==> src/rtl/wt_pkg.sv <==
package wt_pkg;

    localparam int unsigned SAMP_W = 16;
    localparam logic [7:0]  END_CODE = 8'h80;

    typedef enum logic [2:0] {
        S_IDLE,
        S_CH,
        S_LO,
        S_HI,
        S_DONE
    } seq_state_t;

    typedef struct packed {
        logic                     valid;
        logic signed [SAMP_W-1:0] val;
    } samp_t;

    function automatic logic signed [SAMP_W-1:0] place8(input logic [7:0] b);
        return {b, {(SAMP_W-8){1'b0}}};
    endfunction

    function automatic logic signed [SAMP_W-1:0] place12(input logic [11:0] w);
        return {w, {(SAMP_W-12){1'b0}}};
    endfunction

endpackage

==> src/rtl/wt_chan.sv <==
module wt_chan #(
    parameter int unsigned AW = 16
) (
    input  logic          clk,
    input  logic          rst,
    input  logic          we,
    input  logic [AW-1:0] wr_start,
    input  logic          wr_fmt12,
    input  logic          load,
    input  logic          adv,
    input  logic          step2,
    input  logic          stop,
    output logic [AW-1:0] ptr,
    output logic          fmt12,
    output logic          act,
    output logic          busy
);
    logic          pend;
    logic [AW-1:0] pend_addr;
    logic          pend_fmt;

    always_ff @(posedge clk) begin
        if (rst) begin
            pend      <= 1'b0;
            pend_addr <= '0;
            pend_fmt  <= 1'b0;
            ptr       <= '0;
            fmt12     <= 1'b0;
            act       <= 1'b0;
        end else begin
            if (load && pend) begin
                ptr   <= pend_addr;
                fmt12 <= pend_fmt;
                act   <= 1'b1;
                pend  <= 1'b0;
            end else begin
                if (stop) act <= 1'b0;
                if (adv)  ptr <= ptr + (step2 ? AW'(2) : AW'(1));
            end
            if (we) begin
                pend      <= 1'b1;
                pend_addr <= wr_start;
                pend_fmt  <= wr_fmt12;
            end
        end
    end

    assign busy = act | pend;

endmodule

==> src/rtl/wt_seq.sv <==
module wt_seq
    import wt_pkg::*;
#(
    parameter int unsigned NCH = 4,
    parameter int unsigned AW  = 16
) (
    input  logic                   clk,
    input  logic                   rst,
    input  logic                   tick,
    input  logic [NCH-1:0]         act,
    input  logic [NCH-1:0]         fmt12,
    input  logic [NCH-1:0][AW-1:0] ptr,
    input  logic [7:0]             mem_data,
    output logic                   mem_rd,
    output logic [AW-1:0]          mem_addr,
    output logic                   load,
    output logic [NCH-1:0]         adv,
    output logic [NCH-1:0]         stop,
    output logic                   step2,
    output logic                   clr,
    output logic                   done,
    output samp_t                  samp
);
    localparam int unsigned CW = (NCH > 1) ? $clog2(NCH) : 1;
    localparam logic [CW-1:0] LAST = CW'(NCH - 1);

    seq_state_t    st, st_n;
    logic [CW-1:0] ch, ch_n;
    logic [7:0]    lo_q;
    logic          next_ch;

    always_comb begin
        st_n     = st;
        ch_n     = ch;
        mem_rd   = 1'b0;
        mem_addr = ptr[ch];
        load     = 1'b0;
        adv      = '0;
        stop     = '0;
        step2    = 1'b0;
        clr      = 1'b0;
        done     = 1'b0;
        samp     = '0;
        next_ch  = 1'b0;
        unique case (st)
            S_IDLE: begin
                if (tick) begin
                    load = 1'b1;
                    clr  = 1'b1;
                    ch_n = '0;
                    st_n = S_CH;
                end
            end
            S_CH: begin
                if (act[ch]) begin
                    mem_rd = 1'b1;
                    st_n   = S_LO;
                end else begin
                    next_ch = 1'b1;
                end
            end
            S_LO: begin
                if (mem_data == END_CODE) begin
                    stop[ch] = 1'b1;
                    next_ch  = 1'b1;
                end else if (!fmt12[ch]) begin
                    samp.valid = 1'b1;
                    samp.val   = place8(mem_data);
                    adv[ch]    = 1'b1;
                    next_ch    = 1'b1;
                end else begin
                    mem_rd   = 1'b1;
                    mem_addr = ptr[ch] + AW'(1);
                    st_n     = S_HI;
                end
            end
            S_HI: begin
                samp.valid = 1'b1;
                samp.val   = place12({mem_data[3:0], lo_q});
                adv[ch]    = 1'b1;
                step2      = 1'b1;
                next_ch    = 1'b1;
            end
            S_DONE: begin
                done = 1'b1;
                st_n = S_IDLE;
            end
            default: st_n = S_IDLE;
        endcase
        if (next_ch) begin
            if (ch == LAST) begin
                st_n = S_DONE;
            end else begin
                ch_n = ch + CW'(1);
                st_n = S_CH;
            end
        end
    end

    always_ff @(posedge clk) begin
        if (rst) begin
            st   <= S_IDLE;
            ch   <= '0;
            lo_q <= '0;
        end else begin
            st <= st_n;
            ch <= ch_n;
            if (st == S_LO) lo_q <= mem_data;
        end
    end

endmodule

==> src/rtl/wt_mix.sv <==
module wt_mix
    import wt_pkg::*;
#(
    parameter int unsigned NCH = 4
) (
    input  logic              clk,
    input  logic              rst,
    input  logic              clr,
    input  samp_t             samp,
    input  logic              done,
    output logic [SAMP_W-1:0] mix_out,
    output logic              mix_valid
);
    localparam int unsigned AccW = SAMP_W + $clog2(NCH) + 1;

    logic signed [AccW-1:0] acc;
    logic signed [AccW-1:0] maxv, minv;
    logic [SAMP_W-1:0]      clamped;

    assign maxv = {{(AccW-SAMP_W+1){1'b0}}, {(SAMP_W-1){1'b1}}};
    assign minv = {{(AccW-SAMP_W+1){1'b1}}, {(SAMP_W-1){1'b0}}};

    always_comb begin
        if (acc > maxv)      clamped = maxv[SAMP_W-1:0];
        else if (acc < minv) clamped = minv[SAMP_W-1:0];
        else                 clamped = acc[SAMP_W-1:0];
    end

    always_ff @(posedge clk) begin
        if (rst) begin
            acc       <= '0;
            mix_out   <= '0;
            mix_valid <= 1'b0;
        end else begin
            mix_valid <= done;
            if (clr)
                acc <= '0;
            else if (samp.valid)
                acc <= acc + {{(AccW-SAMP_W){samp.val[SAMP_W-1]}}, samp.val};
            if (done) mix_out <= clamped;
        end
    end

endmodule

==> src/rtl/wt_player.sv <==
module wt_player
    import wt_pkg::*;
#(
    parameter int unsigned NCH = 4,
    parameter int unsigned AW  = 16
) (
    input  logic                     clk,
    input  logic                     rst,
    input  logic                     cfg_we,
    input  logic [$clog2(NCH)-1:0]   cfg_chan,
    input  logic [AW-1:0]            cfg_start,
    input  logic                     cfg_fmt12,
    input  logic                     tick,
    output logic                     mem_rd,
    output logic [AW-1:0]            mem_addr,
    input  logic [7:0]               mem_data,
    output logic [NCH-1:0]           busy,
    output logic [SAMP_W-1:0]        mix_out,
    output logic                     mix_valid
);
    logic [NCH-1:0][AW-1:0] ptr_v;
    logic [NCH-1:0]         fmt_v, act_v, adv_v, stop_v;
    logic                   load, step2, clr, done;
    samp_t                  samp;

    for (genvar g = 0; g < NCH; g++) begin : g_ch
        wt_chan #(.AW(AW)) u_ch (
            .clk      (clk),
            .rst      (rst),
            .we       (cfg_we && (cfg_chan == ($clog2(NCH))'(g))),
            .wr_start (cfg_start),
            .wr_fmt12 (cfg_fmt12),
            .load     (load),
            .adv      (adv_v[g]),
            .step2    (step2),
            .stop     (stop_v[g]),
            .ptr      (ptr_v[g]),
            .fmt12    (fmt_v[g]),
            .act      (act_v[g]),
            .busy     (busy[g])
        );
    end

    wt_seq #(.NCH(NCH), .AW(AW)) u_seq (
        .clk      (clk),
        .rst      (rst),
        .tick     (tick),
        .act      (act_v),
        .fmt12    (fmt_v),
        .ptr      (ptr_v),
        .mem_data (mem_data),
        .mem_rd   (mem_rd),
        .mem_addr (mem_addr),
        .load     (load),
        .adv      (adv_v),
        .stop     (stop_v),
        .step2    (step2),
        .clr      (clr),
        .done     (done),
        .samp     (samp)
    );

    wt_mix #(.NCH(NCH)) u_mix (
        .clk       (clk),
        .rst       (rst),
        .clr       (clr),
        .samp      (samp),
        .done      (done),
        .mix_out   (mix_out),
        .mix_valid (mix_valid)
    );

endmodule

==> config.mk <==
export PLATFORM = sky130hd
export DESIGN_NAME = wt_player
export DESIGN_NICKNAME = d
export VERILOG_FILES = /design/src/rtl/wt_pkg.sv /design/src/rtl/wt_chan.sv /design/src/rtl/wt_seq.sv /design/src/rtl/wt_mix.sv /design/src/rtl/wt_player.sv
export SDC_FILE = /design/constraint.sdc
export NUM_CORES = 1
export LEC_CHECK = 0
export ABC_CLOCK_PERIOD_IN_PS = 5280
export BUFFER_PORTS_ARGS = -buffer_cell sky130_fd_sc_hd__buf_2
export CORE_UTILIZATION = 58
export CTS_CLUSTER_DIAMETER = 100
export DETAILED_ROUTE_END_ITERATION = 6
export MAX_ROUTING_LAYER = met4
export PLACE_DENSITY = 0.77
export SETUP_SLACK_MARGIN = 0.4
export SYNTH_ARGS = -nofsm -noshare
export SYNTH_HDL_FRONTEND = slang
export SYNTH_SLANG_ARGS = --single-unit
==> constraint.sdc <==
create_clock -name clk -period 5.28 [get_ports clk]
set_input_delay 1.32 -clock clk [delete_from_list [all_inputs] [get_ports clk]]
set_output_delay 1.32 -clock clk [all_outputs]
set_load 0.01 [all_outputs]
Word-level counts from Yosys, hierarchy flattened
Cells that the tools add are included.
{"block": "word_totals", "reg_bits": 193, "out_inout_bits": 38, "in_bits": 31, "elab_cells": 153}
{"block": "op_classes", "mux": 69, "bitwise": 4, "n_lt_le_gt_ge": 4, "n_eq_ne": 14, "reduce_logical": 25, "add_sub_neg": 7}
{"cell": "16-bit two-way mux", "count": 14}
{"cell": "16-bit adder", "count": 4}
{"cell": "17-bit two-way mux", "count": 2}
{"cell": "17-bit case mux with 2 select lines", "count": 1}
{"cell": "16-bit binary-select mux with 2-bit select", "count": 1}
{"cell": "1-bit two-way mux", "count": 29}
{"cell": "2-bit nonzero test", "count": 12}
{"cell": "19-bit adder", "count": 1}
{"cell": "19-bit by 16-bit greater-than comparator with 1-bit output, second input constant", "count": 1}
{"cell": "19-bit by 16-bit less-than comparator with 1-bit output, second input constant", "count": 1}
{"cell": "3-bit two-way mux", "count": 6}
{"cell": "16-bit by 1-bit adder with 16-bit output, second input constant", "count": 1}
{"cell": "4-bit two-way mux", "count": 4}
{"cell": "3-bit case mux with 4 select lines", "count": 1}
{"cell": "2-bit two-way mux", "count": 5}
{"cell": "1-bit logical AND", "count": 9}
{"cell": "8-bit equality test, second input constant", "count": 1}
{"cell": "4-bit case mux with 2 select lines", "count": 1}
{"cell": "2-bit equality test, second input constant", "count": 3}
{"cell": "3-bit by 2-bit equality test with 1-bit output, second input constant", "count": 2}
{"cell": "3-bit by 1-bit inequality test with 1-bit output, second input constant", "count": 2}
{"cell": "3-bit by 2-bit inequality test with 1-bit output, second input constant", "count": 2}
{"cell": "5-bit AND reduction", "count": 1}
{"cell": "1-bit binary-select mux with 2-bit select", "count": 2}
{"cell": "other kinds (14)", "count": 17}

Longest topological paths before layout
Gate-level depths: netlist of run 1.
{"block": "logic_depth", "ltp_word": 9, "mapped_depth": 14, "mapped_depth_nobuf": 11}

Modules after synthesis
A second synthesis of run 1 with hierarchy kept.
{"block": "hier_totals", "cells_unflattened": 1190, "area_unflattened_um2": 10548.9}
{"module": "wt_chan", "seq_area_each_um2": 720.7, "cells_each": 184, "instances": 4, "area_per_inst_um2": 1659.1}
{"module": "wt_mix", "seq_area_each_um2": 720.7, "cells_each": 264, "instances": 1, "area_per_inst_um2": 2263.4}
{"module": "wt_seq", "seq_area_each_um2": 260.2, "cells_each": 186, "instances": 1, "area_per_inst_um2": 1611.5}
{"module": "wt_player", "seq_area_each_um2": 0.0, "cells_each": 4, "instances": 1, "area_per_inst_um2": 37.5}

Least setup slack after synthesis of run 1
Ideal clock, no wire load.
{"block": "synth_path", "path_kind": "input-to-output", "from": "in mem_data[0]", "to": "out mem_addr[8]", "required_time_ps": 3960, "arrival_ps": 3002, "path_slack_ps": 958, "path_stages": 7, "path_cell_list": "or4b_2 o211a_1 clkbuf_1 nand3_1 inv_1 and3_1 xor2_1"}
{"block": "synth_via", "elab_chain_cells": 3}
{"item": "start: declaration", "line": "wt_player.sv:16", "source": "input logic [7:0] mem_data,"}
{"item": "8-bit equality test", "line": "wt_seq.sv:63", "source": "if (mem_data == END_CODE) begin"}
{"item": "16-bit two-way mux", "line": "wt_seq.sv:63"}
{"item": "16-bit two-way mux", "line": "wt_seq.sv:45", "source": "unique case (st)"}
{"item": "end: declaration", "line": "wt_player.sv:15", "source": "output logic [AW-1:0] mem_addr,"}
Every way passes these cells.

Final worst setup path of run 1
Same ends and word-level chain as after synthesis.

==> results.yml, run 1 <==
outcome:
  outcome: "complete, no violations"
critical_path:
  r2r_start: "u_seq.ch[0]"
  crit_fanout: 5
  max_stage_delay_ps: 690
  cp.arrival_ps: 3180
  crit_start: "mem_data[0]"
  critPathLaunchType: "primary input"
  cpMostUsedCell: "buf_2"
  path_cells: "buf_2 > or4b_2 > o211a_1 > nand3_1 > inv_1 > and3_1 > xor2_1 > buf_2"
  r2r_slack_ps: 1310
  critPathBufInv: 3
  worst-setup-path-type: "primary input to output pin"
  r2r_cells: 11
  required_ps: 3960
  worst_setup_path_end_kind: "output pin"
  cp_slowest_cell: "or4b_2"
  cpLargestDelayFamily: "simple AND/OR/NAND/NOR gates"
  rr_endpoint: "u_mix.acc[15]"
timing:
  slew_viol_final: 0
  setup_viol: 0
  tns_ps: 0
  fin_crit_ps: 4500
  hold_viol: 0
  rsz0062_at_grt: "no"
  finClkSkew_ps: 7.98
  period_share_pct: 85.2
  tightest_slew_ps: 1200
  max_freq_mhz: 222
  worst_slack_ps: 781
  max-slew-margin-rel_pct: 19.9
grt:
  groute.usage.overall_pct: 33.7
  grt_overflow_total: 0
  grt_max_degree: 80
  grt_pass1_vias: 8119
  antenna_found_initial: 0
  grt_pass1_wl_um: 42500
layout:
  final_common_cell: "nand2_1"
  layout.cells.most_common_list: "nand2_1 (250), dfxtp_1 (186), a21oi_1 (173)"
  layout-drive-gt1-share_pct: 12.9
  area_delta_synth_final_pct: 10.7
  antenna_cells: 0
  layout.nets: 1289
logic_synthesis:
  synth_cell_types: 65
  synth_area_leader_cell: "dfxtp_1"
  syn_inst: 1196
  synth_edf_count: 0
  synth_top_area_share_pct: 38.9
  synthTopCellsByArea: "dfxtp_1 (39%), nand2_1 (9.8%), a21oi_1 (9.0%)"
  ys.flop_type: "dfxtp_1"
  synthArstFlopShare_pct: 0
  synth_fp_nets: 1259
  syn_avg_cell_area_um2: 8.01
  syn_area_um2: 9580
  yosysWarningCount: 0
  synth_seq_cells: 186
  yosysSeqAreaShare_pct: 38.9
cts:
  clk_path_buf_depth: 2
  cts_buffers: 17
  cts_tree: "done"
  cts_setup_buffers: 0
  cts-htree-levels: 4
  holdBufCountCts: 0
  clock-sinks: 186
  clkLatencyLatePin_ps: 430
  root_buffer: "clkbuf_16"
  cts_resized: 0
  clk_pin_slew_ps: 70
drt:
  vias: 9044
  first_pass_iters: 6
  drc_errors: 0
  viasPerCell: 6.22
  detail-route-antenna-nets: 0
  wl_per_cell_um: 18.7
  wl_um: 27100
  dr.first_iter.drc_count: 964
hold_path:
  min_to: "u_mix.mix_out[13]"
  holdCritStartpoint: "u_mix.mix_out[13]"
  hold_path_depth: 2
  hold_path_class: "register to register"
placed_design:
  gp_congestion: 0.965
  dpl_worst_slack_ps: 744
  numPortBuffers: 68
  dp_hpwl_um: 19400
die:
  io_pins: 69
  die_h_um: 130
  start_util_pct: 59.8
  die_w_um: 130
  die_area_um2: 17000
  rows: 46
  core_um2: 16000
flow_run:
  drv_cap: 0
pwr:
  power_density_nw_per_um2: 297
  ir_drop_mv: 0.249
  power_leakage_nw: 3.86
## cell families after synthesis
group | synth area share [%]
simple gates | 23.2
compound gates | 20.8
flops | 38.9
buf+inv | 4.13
xor+xnor | 3.20
fa+ha+maj | 4.57
mux | 5.23
## worst max path at each step
stage / to / slack (ps) / cells past startpoint
2_1_floorplan: mem_addr[8] / 960 / 7
3_3_place_gp: mem_addr[8] / 800 / 8
3_5_place_dp: u_mix.acc[15] / 740 / 11
4_1_cts: mem_addr[8] / 780 / 8
5_1_grt: mem_addr[15] / 600 / 7
6_report: mem_addr[8] / 780 / 8
## synth_stat cells, drive strengths merged, types with 4 or more instances
| library cell | n |
|---|---|
| a211oi | 19 |
| a21boi | 4 |
| a21o | 7 |
| a21oi | 173 |
| a22o | 7 |
| a22oi | 12 |
| a311oi | 5 |
| a31oi | 14 |
| a32oi | 8 |
| and2 | 15 |
| and3 | 11 |
| and4 | 5 |
| buf | 13 |
| clkbuf | 60 |
| dfxtp | 186 |
| fa | 5 |
| ha | 27 |
| inv | 21 |
| mux2 | 4 |
| mux2i | 5 |
| mux4 | 18 |
| nand2 | 250 |
| nand3 | 42 |
| nand4 | 10 |
| nor2 | 73 |
| nor2b | 4 |
| nor3 | 19 |
| nor3b | 6 |
| nor4 | 11 |
| o211ai | 9 |
| o21ai | 55 |
| or2 | 9 |
| or3 | 15 |
| xnor2 | 17 |
| xor2 | 18 |
## sequential cells by signal, indices dropped and copies added (netlist names), 4 cells and up
name                 flops
g_ch.u_ch.pend_fmt       4
u_mix.acc               15
g_ch.u_ch.ptr           64
g_ch.u_ch.pend           4
u_seq.lo_q               8
g_ch.u_ch.fmt12          4
u_mix.mix_out           13
g_ch.u_ch.act            4
g_ch.u_ch.pend_addr     64
## where the power goes
part           internal [W]  switching, W
Sequential          0.00145     0.0000510
Combinational      0.000138      0.000255
Clock              0.000712      0.000551
Total               0.00230      0.000857
## area by class of cell
cell class	count	area [um^2]
repair buffers	84	463
multi-input cells	915	5470
fillers	1410	5400
well taps	216	270
clock inverters	9	90.1
flip-flops and latches	186	3720
inverters	22	82.6
clock buffers	22	494
## worst register-to-register path: stages, from the launching register on
cell and delay [ps]:
dfxtp_1 880, mux4_2 490, a211oi_4 270, buf_4 290
a22o_1 170, ha_1 280, o21ai_0 250, a211oi_1 140
a2111oi_0 660, o21a_1 220, o21ai_0 90, a21oi_1 170
## layer usage
layer,track usage (%),share of wire [%]
met5,-,0
met4,16.9,4.0
met3,6.15,8.4
met2,51.4,46
met1,42.8,42
## metrics by stage
step                      instance area [um^2]  power (W)  utilization [%]  std cells  hold WS [ps]
after floorplan                           9580    0.00178                -       1196           432
final                                    10600    0.00315             66.2       1454           447
after detailed placement                 10000    0.00191             62.6       1423           440
after CTS                                10600    0.00316             66.2       1454           450
after global routing                     10600    0.00325             66.2       1454           469
after global placement                   10000    0.00190             62.6       1423           434
Power figures use the tool's default switching activity.
==> run 2: changes to the inputs <==
--- a/config.mk
+++ b/config.mk
@@ -15,4 +15,5 @@
 export SETUP_SLACK_MARGIN = 0.4
 export SYNTH_ARGS = -nofsm -noshare
 export SYNTH_HDL_FRONTEND = slang
+export SYNTH_HIERARCHICAL = 1
 export SYNTH_SLANG_ARGS = --single-unit
==> results.yml, run 2 <==
outcome:
  outcome: "complete, no violations"
layout:
  layout.nets: 1294
  layout.cells.most_common_list: "dfxtp_1 (192), nor2_1 (150), a21oi_1 (87)"
  layout-drive-gt1-share_pct: 15.1
  final_common_cell: "dfxtp_1"
  area_delta_synth_final_pct: 10.2
  reg_top3: "g_ch.u_ch/pend_addr x64, g_ch.u_ch/ptr x64, u_mix/acc x19"
  stdcell_count: 1466
  post-route-util_pct: 66.3
grt:
  grt_overflow_total: 0
  groute.usage.overall_pct: 32.4
  grt_pass1_wl_um: 44700
  grt_pass1_vias: 8571
  antenna_found_initial: 0
  grt_max_degree: 78
die:
  die_w_um: 137
  die_area_um2: 18700
  io_pins: 69
  core_um2: 17500
  start_util_pct: 60.2
  rows: 48
  die_h_um: 137
cts:
  clk_pin_slew_ps: 70
  clkLatencyLatePin_ps: 440
  clock-sinks: 193
  cts_buffers: 17
  clk_path_buf_depth: 2
  cts-htree-levels: 4
  cts_tree: "done"
  root_buffer: "clkbuf_16"
critical_path:
  crit_fanout: 4
  cpMostUsedCell: "buf_2"
  required_ps: 3960
  max_stage_delay_ps: 750
  worst-setup-path-type: "primary input to output pin"
  cpLargestDelayFamily: "simple AND/OR/NAND/NOR gates"
  worst_setup_path_end_kind: "output pin"
  critPathLaunchType: "primary input"
  cp_slowest_cell: "or4b_2"
  path_cells: "buf_2 > or4b_2 > o2111ai_1 > nor3_4 > nand4_1 > xnor2_1 > buf_2"
  critPathBufInv: 2
  cp.arrival_ps: 3450
logic_synthesis:
  yosysWarningCount: 6
  ys.flop_type: "dfxtp_1"
  synth_top_area_share_pct: 36.6
  synthTopCellsByArea: "dfxtp_1 (37%), mux2i_1 (8.1%), nor2_1 (5.3%)"
  syn_avg_cell_area_um2: 8.86
  syn_inst: 1190
  yosysMostFrequentCell: "dfxtp_1"
  yosysSeqAreaShare_pct: 36.6
  synth_edf_count: 0
  synth_area_leader_cell: "dfxtp_1"
  synth_common_cells: "dfxtp_1 (193), nor2_1 (150), a21oi_1 (87), mux2i_1 (85), o21ai_0 (76)"
  synth_seq_cells: 193
  synth_cell_types: 69
  synthArstFlopShare_pct: 0
  syn_area_um2: 10500
placed_design:
  gp_congestion: 0.940
  dp_hpwl_um: 20700
  dpl_worst_slack_ps: 529
  place_inst: 1433
  numPortBuffers: 68
drt:
  detail-route-antenna-nets: 0
  drc_errors: 0
  dr.first_iter.drc_count: 845
  wl_um: 28600
  wl_per_cell_um: 19.5
  vias: 9091
  viasPerCell: 6.20
  first_pass_iters: 5
timing:
  worst_slack_ps: 514
  whs_ps: 458
  tns_ps: 0
  setup_viol: 0
  max-slew-margin-rel_pct: 27.6
  slew_viol_final: 0
  tightest_slew_ps: 1080
  rsz0062_at_grt: "no"
  fin_crit_ps: 4770
  period_share_pct: 90.3
  finClkSkew_ps: 8.98
  max_freq_mhz: 210
  hold_viol: 0
hold_path:
  hold_path_class: "register to register"
pwr:
  power_density_nw_per_um2: 277
  power_leakage_nw: 4.30
  ir_drop_mv: 0.246
flow_run:
  drv_cap: 0
==> run 2: worst min-delay path: stages (launching register included) <==
cell	delay, ps
dfxtp_1	310
nand2_1	50
a21oi_1	50
==> run 2: timing repair <==
action / CTS / global route
gates resized for setup: 1 / 2
setup buffers: 0 / 0
setup endpoints to repair: 1 / 4
hold buffers: 0 / 0
==> run 2: area by class of cell <==
type	instances	area (um^2)
Clock inverter	13	169
Antenna cell	2	5.00
Clock buffer	18	439
Multi-Input combinational cell	892	6260
Inverter	42	158
Sequential cell	193	3860
Tap cell	225	282
Timing Repair Buffer	81	440
Fill cell	1473	5920
==> run 2: report_power, final <==
part / internal [W] / total [W] / switching (W) / leakage, nW
Clock: 0.000728 / 0.00134 / 0.000615 / 0.292
Sequential: 0.00150 / 0.00155 / 0.0000558 / 1.56
Combinational: 0.000130 / 0.000325 / 0.000196 / 2.45
==> run 2: logic make-up after synthesis <==
logic type | Yosys count | share of synthesized area [%]
xor+xnor | 71 | 5.89
other cells | 1 | 0.0355
mux | 104 | 12.0
flops | 193 | 36.6
compound gates | 256 | 14.9
simple gates | 421 | 21.6
fa+ha+maj | 36 | 4.63
buf+inv | 108 | 4.34
==> run 2: path summary, 6_finish.rpt <==
path	startpoint	to	slack, ps	cells past startpoint
worst max-delay path	mem_data[5]	mem_addr[10]	510	7
worst min-delay path	g_ch[0].u_ch/pend_fmt	g_ch[0].u_ch/fmt12	460	2
worst max register to register	u_seq/ch[0]	u_mix/acc[18]	1310	11
worst min register to register	g_ch[0].u_ch/pend_fmt	g_ch[0].u_ch/fmt12	460	2
==> run 2: routing by layer <==
| layer | wire length, um | up-vias | global-route usage (%) |
|---|---|---|---|
| met5 | 0 | - | - |
| met4 | 643 | 0 | 10.0 |
| met3 | 1910 | 62 | 6.15 |
| met2 | 13800 | 330 | 53.4 |
| met1 | 12200 | 4411 | 40.1 |
| li1 | - | 4288 | - |
==> run 2: stage by stage <==
stage	total power (W)	area, um^2
after floorplan	0.00180	10600
after detailed placement	0.00190	11000
after global placement	0.00190	11000
after global routing	0.00333	11600
after CTS	0.00323	11600
final	0.00322	11600
